[config.mk]
export PLATFORM = sky130hd
export DESIGN_NAME = flash_bank_arbiter
export DESIGN_NICKNAME = d
export VERILOG_FILES = /design/src/rtl/fba_pkg.sv /design/src/rtl/fba_addr_map.sv /design/src/rtl/fba_op_tracker.sv /design/src/rtl/fba_admit.sv /design/src/rtl/flash_bank_arbiter.sv
export SDC_FILE = /design/constraint.sdc
export NUM_CORES = 1
export LEC_CHECK = 0
export ABC_AREA = 0
export BUFFER_PORTS_ARGS = -buffer_cell sky130_fd_sc_hd__clkbuf_2
export CORE_MARGIN = 4
export CORE_UTILIZATION = 45
export DETAILED_ROUTE_END_ITERATION = 7
export PLACE_DENSITY = 0.75
export RECOVER_POWER = 100
export SLEW_MARGIN = 20
export SYNTH_ARGS = -nofsm -noshare
export SYNTH_HDL_FRONTEND = slang
export SYNTH_SLANG_ARGS = --single-unit
[constraint.sdc]
create_clock -name clk -period 6.44 [get_ports clk]
set_input_delay 0.966 -clock clk [delete_from_list [all_inputs] [get_ports clk]]
set_output_delay 0.966 -clock clk [all_outputs]
set_load 0.03 [all_outputs]
[src/rtl/fba_pkg.sv]
// Package: shared request-kind encoding for the flash operation arbiter.
// Assumes the two-bit request kind on the top-level port uses this order.
package fba_pkg;
    typedef enum logic [1:0] {
        K_READ  = 2'd0,
        K_PROG  = 2'd1,
        K_ERASE = 2'd2,
        K_BURST = 2'd3
    } fba_kind_e;
endpackage

[src/rtl/fba_addr_map.sv]
// Address decoder: word address -> bank index and erase-block index.
// Assumes the bank bits and main-block bits are the top address bits, and
// that the last main-block slot is subdivided into parameter blocks.
module fba_addr_map #(
    parameter int ADDR_W   = 23,
    parameter int BANK_W   = 4,
    parameter int MAIN_SH  = 16,
    parameter int PARAM_SH = 14,
    parameter int BLK_W    = 8
) (
    input  logic [ADDR_W-PARAM_SH-1:0] addr_hi,
    output logic [BANK_W-1:0]          bank,
    output logic [BLK_W-1:0]           blk
);
    localparam int HI_W     = ADDR_W - PARAM_SH;
    localparam int MAIN_W   = ADDR_W - MAIN_SH;
    localparam int PARAM_W  = MAIN_SH - PARAM_SH;
    localparam int TOP_MAIN = (1 << MAIN_W) - 1;

    logic [MAIN_W-1:0]  main_idx;
    logic [PARAM_W-1:0] param_idx;

    assign bank      = addr_hi[HI_W-1 -: BANK_W];
    assign main_idx  = addr_hi[HI_W-1 -: MAIN_W];
    assign param_idx = addr_hi[PARAM_W-1:0];

    // Purpose: pick uniform block index, or split the top slot into small blocks.
    always_comb begin
        if (main_idx == MAIN_W'(TOP_MAIN))
            blk = BLK_W'(TOP_MAIN) + BLK_W'(param_idx);
        else
            blk = BLK_W'(main_idx);
    end
endmodule

[src/rtl/fba_op_tracker.sv]
// Operation tracker: holds the single primary program/erase and an optional
// program nested inside a suspended erase. Applies controller strobes to the
// held state combinationally (the "effective" state used for admission), then
// registers the effective state plus any operation launched this cycle.
// Assumes at most one launch per cycle, chosen by the admission logic.
module fba_op_tracker #(
    parameter int ADDR_W = 23,
    parameter int BANK_W = 4,
    parameter int BLK_W  = 8
) (
    input  logic              clk,
    input  logic              rst_n,
    input  logic              done_i,
    input  logic              susp_i,
    input  logic              resume_i,
    input  logic              start_prim_i,
    input  logic              start_erase_i,
    input  logic              start_nest_i,
    input  logic [ADDR_W-1:0] tgt_addr_i,
    input  logic [BANK_W-1:0] tgt_bank_i,
    input  logic [BLK_W-1:0]  tgt_blk_i,
    output logic              e_pact,
    output logic              e_perase,
    output logic              e_psusp,
    output logic [BANK_W-1:0] e_pbank,
    output logic [BLK_W-1:0]  e_pblk,
    output logic [ADDR_W-1:0] e_paddr,
    output logic              e_nact,
    output logic [BANK_W-1:0] e_nbank,
    output logic              q_pact,
    output logic              q_perase,
    output logic              q_psusp,
    output logic              q_nact
);
    logic [BANK_W-1:0] q_pbank;
    logic [BLK_W-1:0]  q_pblk;
    logic [ADDR_W-1:0] q_paddr;
    logic [BANK_W-1:0] q_nbank;

    // Purpose: apply completion, then suspend, then resume to the held state.
    always_comb begin
        e_pact   = q_pact;
        e_perase = q_perase;
        e_psusp  = q_psusp;
        e_pbank  = q_pbank;
        e_pblk   = q_pblk;
        e_paddr  = q_paddr;
        e_nact   = q_nact;
        e_nbank  = q_nbank;
        if (done_i && q_nact) begin
            e_nact = 1'b0;
        end else if (done_i && q_pact && !q_psusp) begin
            e_pact  = 1'b0;
            e_psusp = 1'b0;
        end
        if (susp_i && q_pact && !q_psusp && !q_nact && !done_i)
            e_psusp = 1'b1;
        if (resume_i && q_pact && q_psusp && !q_nact)
            e_psusp = 1'b0;
    end

    // Purpose: register effective state and record a newly launched operation.
    always_ff @(posedge clk) begin
        if (!rst_n) begin
            q_pact   <= 1'b0;
            q_perase <= 1'b0;
            q_psusp  <= 1'b0;
            q_pbank  <= '0;
            q_pblk   <= '0;
            q_paddr  <= '0;
            q_nact   <= 1'b0;
            q_nbank  <= '0;
        end else begin
            q_pact   <= e_pact;
            q_perase <= e_perase;
            q_psusp  <= e_psusp;
            q_pbank  <= e_pbank;
            q_pblk   <= e_pblk;
            q_paddr  <= e_paddr;
            q_nact   <= e_nact;
            q_nbank  <= e_nbank;
            if (start_prim_i) begin
                q_pact   <= 1'b1;
                q_perase <= start_erase_i;
                q_psusp  <= 1'b0;
                q_pbank  <= tgt_bank_i;
                q_pblk   <= tgt_blk_i;
                q_paddr  <= tgt_addr_i;
            end
            if (start_nest_i) begin
                q_nact  <= 1'b1;
                q_nbank <= tgt_bank_i;
            end
        end
    end
endmodule

[src/rtl/fba_admit.sv]
// Admission logic: judges one request against the effective operation state.
// Assumes the effective state already reflects this cycle's controller strobes.
module fba_admit
    import fba_pkg::*;
#(
    parameter int ADDR_W = 23,
    parameter int BANK_W = 4,
    parameter int BLK_W  = 8
) (
    input  logic              req_valid,
    input  fba_kind_e         kind,
    input  logic              burst_open,
    input  logic [ADDR_W-1:0] tgt_addr,
    input  logic [BANK_W-1:0] tgt_bank,
    input  logic [BLK_W-1:0]  tgt_blk,
    input  logic              e_pact,
    input  logic              e_perase,
    input  logic              e_psusp,
    input  logic [BANK_W-1:0] e_pbank,
    input  logic [BLK_W-1:0]  e_pblk,
    input  logic [ADDR_W-1:0] e_paddr,
    input  logic              e_nact,
    input  logic [BANK_W-1:0] e_nbank,
    output logic              accept,
    output logic              start_prim,
    output logic              start_erase,
    output logic              start_nest
);
    logic rd_ok;

    // Purpose: a read is refused by a busy bank or by the word/block a suspended op owns.
    always_comb begin
        rd_ok = 1'b1;
        if (e_nact && tgt_bank == e_nbank)                      rd_ok = 1'b0;
        if (e_pact && !e_psusp && tgt_bank == e_pbank)          rd_ok = 1'b0;
        if (e_pact && e_psusp && !e_perase && tgt_addr == e_paddr) rd_ok = 1'b0;
        if (e_pact && e_psusp && e_perase && tgt_blk == e_pblk)  rd_ok = 1'b0;
    end

    // Purpose: decide grant and which operation, if any, is launched.
    always_comb begin
        accept      = 1'b0;
        start_prim  = 1'b0;
        start_erase = 1'b0;
        start_nest  = 1'b0;
        if (req_valid) begin
            case (kind)
                K_READ:  accept = rd_ok;
                K_BURST: accept = rd_ok && burst_open;
                K_PROG: begin
                    if (!e_pact) begin
                        accept     = 1'b1;
                        start_prim = 1'b1;
                    end else if (e_perase && e_psusp && !e_nact && tgt_blk != e_pblk) begin
                        accept     = 1'b1;
                        start_nest = 1'b1;
                    end
                end
                K_ERASE: begin
                    if (!e_pact) begin
                        accept      = 1'b1;
                        start_prim  = 1'b1;
                        start_erase = 1'b1;
                    end
                end
                default: accept = 1'b0;
            endcase
        end
    end
endmodule

[src/rtl/flash_bank_arbiter.sv]
// Top: multi-bank flash operation arbiter. Decodes the request target,
// tracks the burst-read pointer, judges the request and registers the
// response one clock later. Assumes controller strobes are single-cycle.
module flash_bank_arbiter
    import fba_pkg::*;
#(
    parameter int ADDR_W   = 23,
    parameter int BANK_W   = 4,
    parameter int MAIN_SH  = 16,
    parameter int PARAM_SH = 14,
    localparam int BLK_W   = $clog2((1 << (ADDR_W - MAIN_SH)) - 1 + (1 << (MAIN_SH - PARAM_SH)))
) (
    input  logic              clk,
    input  logic              rst_n,
    input  logic              req_valid,
    input  logic [1:0]        req_kind,
    input  logic [ADDR_W-1:0] req_addr,
    input  logic              ctl_done,
    input  logic              ctl_suspend,
    input  logic              ctl_resume,
    output logic              grant,
    output logic              reject,
    output logic [BANK_W-1:0] rsp_bank,
    output logic [BLK_W-1:0]  rsp_block,
    output logic              busy,
    output logic              suspended
);
    fba_kind_e         kind;
    logic [ADDR_W-1:0] burst_ptr;
    logic              burst_open;
    logic [ADDR_W-1:0] tgt_addr;
    logic [BANK_W-1:0] tgt_bank;
    logic [BLK_W-1:0]  tgt_blk;

    logic              e_pact, e_perase, e_psusp, e_nact;
    logic [BANK_W-1:0] e_pbank, e_nbank;
    logic [BLK_W-1:0]  e_pblk;
    logic [ADDR_W-1:0] e_paddr;
    logic              prim_act, prim_erase, prim_susp, nest_act;
    logic              accept, start_prim, start_erase, start_nest;

    assign kind     = fba_kind_e'(req_kind);
    assign tgt_addr = (kind == K_BURST) ? burst_ptr + ADDR_W'(1) : req_addr;

    fba_addr_map #(
        .ADDR_W(ADDR_W), .BANK_W(BANK_W), .MAIN_SH(MAIN_SH),
        .PARAM_SH(PARAM_SH), .BLK_W(BLK_W)
    ) u_map (
        .addr_hi(tgt_addr[ADDR_W-1:PARAM_SH]),
        .bank   (tgt_bank),
        .blk    (tgt_blk)
    );

    fba_op_tracker #(.ADDR_W(ADDR_W), .BANK_W(BANK_W), .BLK_W(BLK_W)) u_track (
        .clk          (clk),
        .rst_n        (rst_n),
        .done_i       (ctl_done),
        .susp_i       (ctl_suspend),
        .resume_i     (ctl_resume),
        .start_prim_i (start_prim),
        .start_erase_i(start_erase),
        .start_nest_i (start_nest),
        .tgt_addr_i   (tgt_addr),
        .tgt_bank_i   (tgt_bank),
        .tgt_blk_i    (tgt_blk),
        .e_pact       (e_pact),
        .e_perase     (e_perase),
        .e_psusp      (e_psusp),
        .e_pbank      (e_pbank),
        .e_pblk       (e_pblk),
        .e_paddr      (e_paddr),
        .e_nact       (e_nact),
        .e_nbank      (e_nbank),
        .q_pact       (prim_act),
        .q_perase     (prim_erase),
        .q_psusp      (prim_susp),
        .q_nact       (nest_act)
    );

    fba_admit #(.ADDR_W(ADDR_W), .BANK_W(BANK_W), .BLK_W(BLK_W)) u_admit (
        .req_valid  (req_valid),
        .kind       (kind),
        .burst_open (burst_open),
        .tgt_addr   (tgt_addr),
        .tgt_bank   (tgt_bank),
        .tgt_blk    (tgt_blk),
        .e_pact     (e_pact),
        .e_perase   (e_perase),
        .e_psusp    (e_psusp),
        .e_pbank    (e_pbank),
        .e_pblk     (e_pblk),
        .e_paddr    (e_paddr),
        .e_nact     (e_nact),
        .e_nbank    (e_nbank),
        .accept     (accept),
        .start_prim (start_prim),
        .start_erase(start_erase),
        .start_nest (start_nest)
    );

    // Purpose: register the response and advance the burst pointer on granted reads.
    always_ff @(posedge clk) begin
        if (!rst_n) begin
            grant      <= 1'b0;
            reject     <= 1'b0;
            rsp_bank   <= '0;
            rsp_block  <= '0;
            burst_ptr  <= '0;
            burst_open <= 1'b0;
        end else begin
            grant  <= accept;
            reject <= req_valid && !accept;
            if (req_valid) begin
                rsp_bank  <= tgt_bank;
                rsp_block <= tgt_blk;
            end
            if (accept && (kind == K_READ || kind == K_BURST)) begin
                burst_ptr  <= tgt_addr;
                burst_open <= 1'b1;
            end
        end
    end

    assign busy      = (prim_act && !prim_susp) || nest_act;
    assign suspended = prim_act && prim_susp;
endmodule

==> reports/summary.json, run 1 <==
{
  "worst_setup_path": {
    "worstSetupPathDepth": 14,
    "timing.critical_path.slowest_cell_delay_ps": 680,
    "critical_path.max_fanout": 23,
    "worstPathCellList": "ha_1 -> nand3_1 -> or4_1 -> o221ai_1 -> inv_1 -> ha_1 -> a311oi_1 -> o311ai_0 -> a2111oi_1 -> o2111ai_1 -> nor4b_1 -> a21oi_4 -> buf_16 -> a211oi_1",
    "slowest_stage": "sky130_fd_sc_hd__or4_1",
    "cp.buffers_inverters": 2,
    "startpoint_type": "flop",
    "nature_of_the_critical_path_endpoint": "flop",
    "timing_worst_setup_path_type": "reg -> reg",
    "ff2ff_path_depth": 14,
    "timing.critical_path.max_delay_family": "compound AO/OA/AOI/OAI gates",
    "worstPathArrival_ps": 5850,
    "worst_path_most_repeated_cell": "sky130_fd_sc_hd__ha_1",
    "cp_data_required_time_ps": 6680
  },
  "timing": {
    "worst_slew_margin_rel": -0.128,
    "fin_worst_skew_ps": 9.82,
    "rsz_0062_raised_after_global_routing": "false",
    "max_freq_mhz": 178,
    "report.final.hold_viol_count": 0,
    "finalSetupViolations": 0,
    "setup-tns-final_ps": 0,
    "fin_crit_ps": 5620,
    "tcrit_tclk_final": 0.872,
    "worstMarginPinSlew_ps": 1690,
    "report.final.slew_viol_count": 38
  },
  "drt": {
    "drtPass1Iterations": 5,
    "final_antenna_net_count": 0,
    "drt_iter0_drc": 473,
    "vias": 5481,
    "routedWlPerCell_um": 19.5,
    "wl_um": 16600,
    "vias_per_cell": 6.43,
    "drc": 0
  },
  "logic_synthesis": {
    "synth_compound_gate_area_share": 0.273,
    "synth_top_family_by_area": "compound AO/OA/AOI/OAI gates",
    "syn-num-nets": 733,
    "synth.yosys.seq_area_share": 0.283,
    "yosys_warnings": 0,
    "syn_area_per_cell_um2": 7.82,
    "synth-edff-count": 0,
    "post_synth_most_frequent_cells": "77 x sky130_fd_sc_hd__dfxtp_1, 77 x sky130_fd_sc_hd__nand2_1, 50 x sky130_fd_sc_hd__nor2_1, 37 x sky130_fd_sc_hd__a21oi_1, 35 x sky130_fd_sc_hd__clkbuf_1",
    "post_synth_num_cell_types": 87,
    "synth-xor-area-share": 0.0644,
    "post_synth_instance_area_um2": 5440,
    "top_cells_by_area_synth": "sky130_fd_sc_hd__dfxtp_1 28%, sky130_fd_sc_hd__nand2_1 5.3%, sky130_fd_sc_hd__nor2_1 3.4%",
    "yosys_register_bits": 77,
    "synth_top_area_cell": "sky130_fd_sc_hd__dfxtp_1",
    "post_synth_fa_ha_maj_area_fraction": 0.0156,
    "post_synth_and_or_nand_nor_area_fraction": 0.264,
    "synthesis.instances": 696,
    "async_flop_share": 0,
    "proportion_of_synthesized_area_in_mux_cells": 0.0398,
    "yosysTopAreaCellShare": 0.283,
    "ys_dominant_reg_cell": "sky130_fd_sc_hd__dfxtp_1"
  },
  "global_route": {
    "grt_antenna_before_repair": 0,
    "grt_first_pass_wirelength_um": 26800,
    "globalRoute.totalOverflow": 0,
    "maximum_number_of_pins_on_one_net_before_global_route_repair": 82,
    "gr-usage-all-layers": 0.234,
    "first_global_vias": 5076
  },
  "pwr": {
    "switching_power_summed_over_all_nets_uw": 408,
    "total_power_mw": 1.34,
    "irDropWorstVdd_uv": 109,
    "power_per_cell_area_nw_per_um2": 224,
    "internal_power_uw": 933,
    "power.clock.fraction": 0.428,
    "p_sw_frac": 0.304,
    "sequentialPowerShare": 0.401,
    "cell_leakage_power_nw": 2.20,
    "power.combinational.fraction": 0.171
  },
  "clocking": {
    "cts_num_sinks": 77,
    "numCtsBuffers": 9,
    "clock_root_buffer": "sky130_fd_sc_hd__clkbuf_16",
    "cts.repair_timing.setup_buffer_count": 0,
    "tritoncts_clock_tree": "done",
    "clock_tree.buffer_depth": 2,
    "h-tree-depth": 3,
    "path_clk_slew_ps": 60,
    "clock_insertion_delay_at_the_later_pin_of_the_skew_report_ps": 350,
    "post_cts_resized": 0,
    "cts_hold_fix_bufs": 0
  },
  "die": {
    "rows": 39,
    "die_h_um": 118,
    "placeableCoreArea_um2": 11600,
    "die_width_um": 118,
    "io-pin-count": 47,
    "initial_utilization": 0.469,
    "dieArea_um2": 13900
  },
  "outcome": {
    "violated_checks": "max-capacitance violations, max-slew violations",
    "status": "finished with violations"
  },
  "layout": {
    "post_layout_nonfiller_instances": 853,
    "layout.core_utilization": 0.515,
    "drive_above_1_share": 0.110,
    "antenna_cells_inserted": 0,
    "num-nets-final": 742,
    "fillers": 1121,
    "area.growth.synth_to_final_pct": 9.98
  },
  "placement": {
    "dp.final_hpwl_um": 11800,
    "gpl.final_weighted_congestion": 0.941,
    "buffers_on_ports": 46,
    "dpl.cell_count": 835
  },
  "run": {
    "cap_viol_max_count": 1
  },
  "worst_hold_path": {
    "hold_path_class": "reg -> reg",
    "whs_path_depth": 2
  }
}
==> through the flow <==
| stage | instance area (um2) | setup slack, ps | hold slack [ps] |
|---|---|---|---|
| CTS | 6010 | 1090 | 459 |
| floorplan | 5440 | 2190 | 432 |
| detailed placement | 5680 | 946 | 452 |
| global route | 5980 | 481 | 490 |
| finish | 5980 | 823 | 455 |
| global placement | 5680 | 1000 | 441 |
==> flip-flops by register name, summed over array words and instances, names as in the netlist, 4 cells and up <==
signal / count
rsp_bank: 4
u_track.e_nbank: 4
rsp_block: 8
burst_ptr: 23
u_track.e_pblk: 8
u_track.e_paddr: 23
==> layout by cell type, fill, tap and decap left out, types with 8 or more instances in the layout <==
cell type,n
sky130_fd_sc_hd__dfxtp_1,77
sky130_fd_sc_hd__clkbuf_2,29
sky130_fd_sc_hd__nand3_1,26
sky130_fd_sc_hd__clkbuf_16,9
sky130_fd_sc_hd__or3_1,11
sky130_fd_sc_hd__nor2_1,50
sky130_fd_sc_hd__xor2_1,19
sky130_fd_sc_hd__a22o_1,13
sky130_fd_sc_hd__xnor2_1,21
sky130_fd_sc_hd__and2_1,11
sky130_fd_sc_hd__inv_1,23
sky130_fd_sc_hd__mux2i_1,16
sky130_fd_sc_hd__a32o_1,8
sky130_fd_sc_hd__a31oi_1,11
sky130_fd_sc_hd__o21ai_0,44
sky130_fd_sc_hd__and3_1,8
sky130_fd_sc_hd__clkbuf_1,18
sky130_fd_sc_hd__nor3_1,15
sky130_fd_sc_hd__nand2_1,77
sky130_fd_sc_hd__a21oi_1,37
sky130_fd_sc_hd__nand4_1,10
==> power by group through the flow <==
stage	sequential, mW	combinational (mW)	clock [mW]
5_1_grt	0.541	0.252	0.596
6_report	0.538	0.230	0.574
4_1_cts	0.536	0.228	0.578
3_3_place_gp	0.545	0.224	0
2_1_floorplan	0.538	0.166	0
3_5_place_dp	0.547	0.226	0
==> tightest hold or removal path, stage by stage (launching register included) <==
cell                      delay [ps]
sky130_fd_sc_hd__dfxtp_1         320
sky130_fd_sc_hd__nand2_1          50
sky130_fd_sc_hd__nand2_1          40
==> kinds of logic (layout without fill, tap and decap cells) <==
| group | count (synthesis) | count (layout) |
|---|---|---|
| flip-flops | 77 | 77 |
| XOR/XNOR | 40 | 40 |
| adder cells (fa/ha/maj) | 7 | 7 |
| AND/OR/NAND/NOR | 267 | 267 |
| buffers and inverters | 80 | 94 |
| AO/OA/AOI/OAI | 204 | 204 |
| multiplexers | 21 | 21 |
==> layer usage <==
metal,vias up,part of all wire,GRT usage
li1,2598,-,-
met5,-,0,0
met3,35,0.081,0.0452
met2,263,0.44,0.353
met4,0,0.024,0.0923
met1,2585,0.45,0.328
==> final timing paths <==
| kind | startpoint | to | slack [ps] |
|---|---|---|---|
| min reg2reg | u_track.e_paddr[0]$_SDFFE_PN0P_ | u_track.e_paddr[0]$_SDFFE_PN0P_ | 460 |
| max | burst_ptr[0]$_SDFFE_PN0P_ | burst_ptr[1]$_SDFFE_PN0P_ | 820 |
| min | u_track.e_paddr[0]$_SDFFE_PN0P_ | u_track.e_paddr[0]$_SDFFE_PN0P_ | 460 |
| max reg2reg | burst_ptr[0]$_SDFFE_PN0P_ | burst_ptr[1]$_SDFFE_PN0P_ | 820 |
==> cell type report <==
type,instances,area (um2),area share
Clock inverter,7,105,0.0176
Clock buffer,9,225,0.0376
Timing Repair Buffer,54,289,0.0483
Tap cell,143,179,0.0299
Sequential cell,77,1540,0.258
Multi-Input combinational cell,539,3550,0.594
Inverter,24,90.1,0.0151
(Power assumes the default switching activity.)
==> inputs of run 2 (changes only) <==
==> constraint.sdc (replaced) <==
create_clock -name clk -period 6.44 [get_ports clk]
set_input_delay 0.644 -clock clk [delete_from_list [all_inputs] [get_ports clk]]
set_output_delay 0.644 -clock clk [all_outputs]
set_load 0.03 [all_outputs]
==> run 2 against run 1 <==
The flow still finishes with violations (max-capacitance violations, max-slew violations). Clock skew up 3.4 ps. Non-clock buffer count down 1. Global-route usage up 0.083 points. Flip-flop and latch count unchanged. Setup slack worse by 57 ps. Final cell count down 0.12%. Clock power down 6.8%. Clock-buffer cell count unchanged. Sequential share of layout area up 0.19 points. Die area unchanged. Critical path type unchanged. Highest routed layer unchanged.
==> reports/summary.json, run 2 (synthesis results as in run 1) <==
{
  "outcome": {
    "status": "finished with violations",
    "violated_checks": "max-capacitance violations, max-slew violations"
  },
  "clocking": {
    "cts.repair_timing.setup_buffer_count": {"value": 0, "change": "unchanged"},
    "clock_tree.buffer_depth": {"value": 2, "change": "unchanged"},
    "cts_hold_fix_bufs": {"value": 0, "change": "unchanged"},
    "tritoncts_clock_tree": "done",
    "numCtsBuffers": {"value": 9, "change": "unchanged"},
    "post_cts_resized": {"value": 0, "change": "unchanged"},
    "path_clk_slew": {"value": 60, "unit": "ps", "change": "about the same"},
    "h-tree-depth": {"value": 3, "change": "unchanged"},
    "cts_num_sinks": {"value": 77, "change": "unchanged"},
    "clock_insertion_delay_at_the_later_pin_of_the_skew_report": {"value": 350, "unit": "ps", "change": "about the same"},
    "clock_root_buffer": "sky130_fd_sc_hd__clkbuf_16"
  },
  "drt": {
    "wl": {"value": 16400, "unit": "um", "change": "-1.2%"},
    "drc": {"value": 0, "change": "unchanged"},
    "routedWlPerCell": {"value": 19.3, "unit": "um", "change": "-1.1%"},
    "final_antenna_net_count": {"value": 0, "change": "unchanged"},
    "drtPass1Iterations": {"value": 5, "change": "unchanged"},
    "drt_iter0_drc": {"value": 633, "change": "+34%"},
    "vias_per_cell": {"value": 6.43, "change": "about the same"},
    "vias": {"value": 5477, "change": "-0.073%"}
  },
  "timing": {
    "report.final.hold_viol_count": {"value": 0, "change": "unchanged"},
    "setup-tns-final": {"value": 0, "unit": "ps", "change": "unchanged"},
    "worst_slew_margin_rel": {"value": -0.159, "change": "-0.0309"},
    "finalHoldWorstSlack": {"value": 460, "unit": "ps", "change": "+4.66 ps"},
    "finalSetupViolations": {"value": 0, "change": "unchanged"},
    "fin_worst_skew": {"value": 13.2, "unit": "ps", "change": "+3.41 ps"},
    "max_freq": {"value": 176, "unit": "MHz", "change": "-1.0%"},
    "fin_crit": {"value": 5670, "unit": "ps", "change": "+57.3 ps"},
    "rsz_0062_raised_after_global_routing": "false",
    "worstMarginPinSlew": {"value": 1740, "unit": "ps", "change": "+46.4 ps"},
    "tcrit_tclk_final": {"value": 0.881, "change": "+0.00890"},
    "report.final.slew_viol_count": {"value": 38, "change": "unchanged"}
  },
  "global_route": {
    "globalRoute.totalOverflow": {"value": 0, "change": "unchanged"},
    "maximum_number_of_pins_on_one_net_before_global_route_repair": {"value": 82, "change": "unchanged"},
    "first_global_vias": {"value": 5155, "change": "+1.6%"},
    "grt_antenna_before_repair": {"value": 0, "change": "unchanged"},
    "gr-usage-all-layers": {"value": 0.235, "change": "+0.000833"},
    "grt_first_pass_wirelength": {"value": 26900, "unit": "um", "change": "+0.28%"}
  },
  "die": {
    "rows": {"value": 39, "change": "unchanged"},
    "dieArea": {"value": 13900, "unit": "um2", "change": "unchanged"},
    "io-pin-count": {"value": 47, "change": "unchanged"},
    "die_width": {"value": 118, "unit": "um", "change": "unchanged"},
    "placeableCoreArea": {"value": 11600, "unit": "um2", "change": "unchanged"},
    "die_h": {"value": 118, "unit": "um", "change": "unchanged"},
    "initial_utilization": {"value": 0.469, "change": "unchanged"}
  },
  "run": {
    "cap_viol_max_count": {"value": 1, "change": "unchanged"}
  },
  "pwr": {
    "power.clock.fraction": {"value": 0.412, "change": "-0.016"},
    "irDropWorstVdd": {"value": 137, "unit": "uV", "change": "+26%"},
    "p_sw_frac": {"value": 0.315, "change": "+0.0103"},
    "switching_power_summed_over_all_nets": {"value": 409, "unit": "uW", "change": "+0.15%"},
    "internal_power": {"value": 891, "unit": "uW", "change": "-4.6%"},
    "sequentialPowerShare": {"value": 0.414, "change": "+0.013"},
    "cell_leakage_power": {"value": 2.20, "unit": "nW", "change": "-0.32%"},
    "power_per_cell_area": {"value": 219, "unit": "nW/um2", "change": "-2.4%"},
    "power.combinational.fraction": {"value": 0.174, "change": "+0.003"}
  },
  "worst_setup_path": {
    "nature_of_the_critical_path_endpoint": "flop",
    "critical_path.max_fanout": {"value": 24, "change": "+4.3%"},
    "worst_r2r_startpoint": "burst_ptr[4]$_SDFFE_PN0P_",
    "worstPathArrival": {"value": 5850, "unit": "ps", "change": "about the same"},
    "startpoint_type": "flop",
    "cp_data_required_time": {"value": 6610, "unit": "ps", "change": "-70 ps"},
    "startpoint_of_the_most_critical_setup_path": "burst_ptr[4]$_SDFFE_PN0P_",
    "timing_worst_setup_path_type": "reg -> reg",
    "r2r_setup_slack": {"value": 770, "unit": "ps", "change": "-60 ps"}
  },
  "layout": {
    "layout.cells.most_common_list": "77 x sky130_fd_sc_hd__nand2_1, 77 x sky130_fd_sc_hd__dfxtp_1, 50 x sky130_fd_sc_hd__nor2_1",
    "area.growth.synth_to_final_pct": 9.17,
    "drive_above_1_share": {"value": 0.107, "change": "-0.00267"},
    "num-nets-final": {"value": 741, "change": "-0.13%"},
    "antenna_cells_inserted": {"value": 0, "change": "unchanged"}
  },
  "placement": {
    "dp.final_hpwl": {"value": 11900, "unit": "um", "change": "+0.51%"},
    "buffers_on_ports": {"value": 46, "change": "unchanged"},
    "gpl.final_weighted_congestion": {"value": 0.957, "change": "+1.7%"}
  },
  "worst_hold_path": {
    "hold_path_class": "reg -> reg",
    "min-delay-start": "u_track.e_paddr[0]$_SDFFE_PN0P_"
  }
}
-- run 2: cell types whose count changed in the layout (fill, tap and decap cells not counted), moves of 2 or more --
| cell | change |
|---|---|
| sky130_fd_sc_hd__clkbuf_1 | +2 |
| sky130_fd_sc_hd__inv_8 | -2 |
| sky130_fd_sc_hd__clkinvlp_4 | +2 |
| sky130_fd_sc_hd__buf_4 | -2 |
-- run 2: final timing paths --
check,endpoint,cells past startpoint
worst max-delay path,burst_ptr[14]$_SDFFE_PN0P_,13
worst min-delay path,u_track.e_paddr[0]$_SDFFE_PN0P_,2
worst max register to register,burst_ptr[14]$_SDFFE_PN0P_,13
worst min register to register,u_track.e_paddr[0]$_SDFFE_PN0P_,2
-- run 2: metal layers --
metal	routed length [um]	track usage	part of all wire	up-vias
li1	-	-	-	2589
met5	0	0	0	-
met1	7400	0.334	0.45	2588
met4	439	0.0901	0.027	0
met2	7210	0.352	0.44	261
met3	1380	0.0408	0.084	39
-- run 2: final cells by class --
cell class,instances,area (um2)
inverter,24,90.1
clock buffer,9,225
timing repair buffer,53,258
multi-input combinational,539,3570
clock inverter,7,80.1
sequential,77,1540
fill,1106,5670
tap,143,179
-- run 2: critical path, stage by stage (launching register included) --
cell and delay (ps):
sky130_fd_sc_hd__dfxtp_1 570, sky130_fd_sc_hd__nand4_2 150, sky130_fd_sc_hd__clkbuf_1 440, sky130_fd_sc_hd__or4_1 880
sky130_fd_sc_hd__or4_1 620, sky130_fd_sc_hd__a31oi_4 340, sky130_fd_sc_hd__a31oi_1 210, sky130_fd_sc_hd__a2111oi_1 540
sky130_fd_sc_hd__o2111ai_1 330, sky130_fd_sc_hd__nor4b_1 640, sky130_fd_sc_hd__a21oi_4 310, sky130_fd_sc_hd__buf_8 240
sky130_fd_sc_hd__mux2i_1 160, sky130_fd_sc_hd__nor2_1 50
-- run 2: metrics by stage --
step	cell area (um2)	total power [mW]	std cells	worst slack [ps]	utilization
6_report	5940	1.30	852	766	0.512
3_3_place_gp	5680	0.769	835	1260	0.489
4_1_cts	5990	1.30	851	1180	0.516
5_1_grt	5940	1.35	852	500	0.512
3_5_place_dp	5680	0.772	835	1180	0.489
2_1_floorplan	5440	0.703	696	2370	-
-- run 2: power groups by stage --
stage          Clock, mW  Combinational (mW)  Sequential (mW)
2_1_floorplan          0               0.166            0.538
3_3_place_gp           0               0.224            0.546
3_5_place_dp           0               0.225            0.547
4_1_cts            0.539               0.227            0.536
5_1_grt            0.557               0.249            0.542
6_report           0.535               0.227            0.538
==> inputs of run 3 (changes only) <==
Settings changed: CTS_BUF_LIST set to sky130_fd_sc_hd__clkbuf_8.
==> run 3 against run 2 <==
The flow still finishes with violations (max-capacitance violations, max-slew violations). Register-to-register slack worse by 80 ps. Critical path depth unchanged. Non-clock buffer count did not move. Sequential power barely moved. Setup slack got worse by 78 ps. Critical path type unchanged. Critical endpoint unchanged. Largest cell class unchanged. Largest power group unchanged.
==> reports/summary.json, run 3 (synthesis results as in run 1) <==
{
  "outcome": {
    "violated_checks": "max-capacitance violations, max-slew violations",
    "status": "finished with violations"
  },
  "clocking": {
    "path_clk_slew": {"value": 80, "unit": "ps", "change": "+20 ps"},
    "cts.repair_timing.setup_buffer_count": {"value": 0, "change": "unchanged"},
    "clock_root_buffer": "sky130_fd_sc_hd__clkbuf_8",
    "h-tree-depth": {"value": 3, "change": "unchanged"},
    "clock_insertion_delay_at_the_later_pin_of_the_skew_report": {"value": 380, "unit": "ps", "change": "+30 ps"},
    "cts_num_sinks": {"value": 77, "change": "unchanged"},
    "numCtsBuffers": {"value": 9, "change": "unchanged"},
    "post_cts_resized": {"value": 0, "change": "unchanged"},
    "clock_tree.buffer_depth": {"value": 2, "change": "unchanged"},
    "cts_hold_fix_bufs": {"value": 0, "change": "unchanged"},
    "tritoncts_clock_tree": "done"
  },
  "pwr": {
    "irDropWorstVdd": {"value": 125, "unit": "uV", "change": "-8.8%"},
    "total_power": {"value": 1.16, "unit": "mW", "change": "-11%"},
    "cell_leakage_power": {"value": 2.15, "unit": "nW", "change": "-2.1%"},
    "power_per_cell_area": {"value": 199, "unit": "nW/um2", "change": "-9.1%"}
  },
  "layout": {
    "num-nets-final": {"value": 741, "change": "unchanged"},
    "post_layout_nonfiller_instances": {"value": 852, "change": "unchanged"},
    "antenna_cells_inserted": {"value": 0, "change": "unchanged"},
    "layout.core_utilization": {"value": 0.503, "change": "-0.00873"},
    "final_design_area_no_fill": {"value": 5840, "unit": "um2", "change": "-1.7%"},
    "area.growth.synth_to_final_pct": 7.31,
    "drive_above_1_share": {"value": 0.107, "change": "unchanged"},
    "layout.cells.most_common_list": "77 x sky130_fd_sc_hd__nand2_1, 77 x sky130_fd_sc_hd__dfxtp_1, 50 x sky130_fd_sc_hd__nor2_1"
  },
  "drt": {
    "drc": {"value": 0, "change": "unchanged"},
    "wl": {"value": 16500, "unit": "um", "change": "+0.35%"},
    "met3_wirelength": {"value": 1200, "unit": "um", "change": "-13%"},
    "drtPass1Iterations": {"value": 5, "change": "unchanged"},
    "vias": {"value": 5471, "change": "-0.11%"},
    "vias_per_cell": {"value": 6.42, "change": "-0.11%"},
    "wl_met2": {"value": 7290, "unit": "um", "change": "+1.1%"},
    "routedWlPerCell": {"value": 19.3, "unit": "um", "change": "+0.35%"},
    "final_antenna_net_count": {"value": 0, "change": "unchanged"},
    "wl_met1": {"value": 7570, "unit": "um", "change": "+2.3%"},
    "dr.max_layer_used": "met4",
    "drt_iter0_drc": {"value": 533, "change": "-16%"}
  },
  "worst_setup_path": {
    "cp_data_required_time": {"value": 6640, "unit": "ps", "change": "+30 ps"},
    "r2r_setup_slack": {"value": 690, "unit": "ps", "change": "-80 ps"},
    "worst_reg2reg_endpoint": "burst_ptr[14]$_SDFFE_PN0P_",
    "startpoint_type": "flop",
    "ff2ff_path_depth": {"value": 13, "change": "unchanged"},
    "worst_r2r_startpoint": "burst_ptr[4]$_SDFFE_PN0P_",
    "worstPathArrival": {"value": 5950, "unit": "ps", "change": "+100 ps"},
    "nature_of_the_critical_path_endpoint": "flop",
    "timing_worst_setup_path_type": "reg -> reg",
    "critical_path.max_fanout": {"value": 24, "change": "unchanged"}
  },
  "timing": {
    "max_freq": {"value": 174, "unit": "MHz", "change": "-1.4%"},
    "postLayoutSetupSlackWorst": {"value": 688, "unit": "ps", "change": "-78.1 ps"},
    "fin_worst_skew": {"value": 16.7, "unit": "ps", "change": "+3.44 ps"},
    "worstMarginPinSlew": {"value": 1710, "unit": "ps", "change": "-26.6 ps"},
    "tcrit_tclk_final": {"value": 0.893, "change": "+0.0121"},
    "report.final.slew_viol_count": {"value": 38, "change": "unchanged"},
    "finalHoldWorstSlack": {"value": 465, "unit": "ps", "change": "+4.79 ps"},
    "fin_crit": {"value": 5750, "unit": "ps", "change": "+78.1 ps"},
    "report.final.hold_viol_count": {"value": 0, "change": "unchanged"},
    "setup-tns-final": {"value": 0, "unit": "ps", "change": "unchanged"},
    "finalSetupViolations": {"value": 0, "change": "unchanged"},
    "worst_slew_margin_rel": {"value": -0.141, "change": "+0.0177"},
    "rsz_0062_raised_after_global_routing": "false"
  },
  "die": {
    "dieArea": {"value": 13900, "unit": "um2", "change": "unchanged"},
    "die_h": {"value": 118, "unit": "um", "change": "unchanged"},
    "initial_utilization": {"value": 0.469, "change": "unchanged"},
    "placeableCoreArea": {"value": 11600, "unit": "um2", "change": "unchanged"},
    "die_width": {"value": 118, "unit": "um", "change": "unchanged"},
    "rows": {"value": 39, "change": "unchanged"},
    "io-pin-count": {"value": 47, "change": "unchanged"}
  },
  "placement": {
    "placedInstanceArea": {"value": 5680, "unit": "um2", "change": "unchanged"},
    "dp.final_hpwl": {"value": 11900, "unit": "um", "change": "unchanged"},
    "gpl.final_weighted_congestion": {"value": 0.957, "change": "unchanged"},
    "place_ws": {"value": 1180, "unit": "ps", "change": "unchanged"},
    "buffers_on_ports": {"value": 46, "change": "unchanged"},
    "dpl.cell_count": {"value": 835, "change": "unchanged"}
  },
  "global_route": {
    "maximum_number_of_pins_on_one_net_before_global_route_repair": {"value": 82, "change": "unchanged"},
    "grt_antenna_before_repair": {"value": 0, "change": "unchanged"},
    "first_global_vias": {"value": 5120, "change": "-0.68%"},
    "globalRoute.totalOverflow": {"value": 0, "change": "unchanged"},
    "grt_first_pass_wirelength": {"value": 26800, "unit": "um", "change": "-0.31%"},
    "gr-usage-all-layers": {"value": 0.234, "change": "-0.000607"}
  },
  "worst_hold_path": {
    "min-delay-start": "u_track.e_paddr[0]$_SDFFE_PN0P_",
    "holdPathEnd": "u_track.e_paddr[0]$_SDFFE_PN0P_",
    "hold_path_class": "reg -> reg",
    "whs_path_depth": {"value": 2, "change": "unchanged"}
  },
  "run": {
    "cap_viol_max_count": {"value": 2, "change": "+1"}
  }
}
[run 3: cell counts in the layout (fill, tap and decap cells not counted)]
Identical to the previous run, type by type.
[run 3: worst max path at each step]
| stage | from | to | slack [ps] | cells past startpoint |
|---|---|---|---|---|
| 2_1_floorplan | burst_ptr[0]$_SDFFE_PN0P_ | u_track.e_nbank[2]$_SDFFE_PN0P_ | 2370 | 15 |
| 6_report | burst_ptr[4]$_SDFFE_PN0P_ | burst_ptr[14]$_SDFFE_PN0P_ | 690 | 13 |
| 4_1_cts | burst_ptr[4]$_SDFFE_PN0P_ | burst_ptr[10]$_SDFFE_PN0P_ | 1180 | 11 |
| 5_1_grt | burst_ptr[4]$_SDFFE_PN0P_ | burst_ptr[14]$_SDFFE_PN0P_ | 500 | 12 |
| 3_5_place_dp | burst_ptr[4]$_SDFFE_PN0P_ | burst_ptr[10]$_SDFFE_PN0P_ | 1180 | 11 |
| 3_3_place_gp | burst_ptr[0]$_SDFFE_PN0P_ | burst_ptr[14]$_SDFFE_PN0P_ | 1260 | 14 |
[run 3: layout make-up]
| type | count | area [um2] |
|---|---|---|
| multi-input cells | 539 | 3570 |
| repair buffers | 53 | 258 |
| well taps | 143 | 179 |
| flip-flops and latches | 77 | 1540 |
| inverters | 24 | 90.1 |
| fillers | 1130 | 5770 |
| clock inverters | 7 | 80.1 |
| clock buffers | 9 | 124 |
[run 3: critical path, stage by stage (launching register included)]
cell and delay (ps):
sky130_fd_sc_hd__dfxtp_1 580, sky130_fd_sc_hd__nand4_2 150, sky130_fd_sc_hd__clkbuf_1 460, sky130_fd_sc_hd__or4_1 890, sky130_fd_sc_hd__or4_1 620, sky130_fd_sc_hd__a31oi_4 340, sky130_fd_sc_hd__a31oi_1 220, sky130_fd_sc_hd__a2111oi_1 560
sky130_fd_sc_hd__o2111ai_1 340, sky130_fd_sc_hd__nor4b_1 640, sky130_fd_sc_hd__a21oi_4 310, sky130_fd_sc_hd__buf_8 240, sky130_fd_sc_hd__mux2i_1 160, sky130_fd_sc_hd__nor2_1 50
[run 3: power breakdown]
part	switching, mW	leakage, nW	total (mW)	internal [mW]
registers	0.0366	0.627	0.537	0.501
logic	0.142	1.43	0.227	0.0840
clock network	0.213	0.0968	0.397	0.184
total	0.392	2.15	1.16	0.769
[run 3: layer usage]
| metal | vias up | global-route usage |
|---|---|---|
| met2 | 235 | 0.353 |
| li1 | 2591 | - |
| met3 | 36 | 0.0428 |
| met4 | 0 | 0.0850 |
| met5 | - | 0 |
| met1 | 2609 | 0.333 |
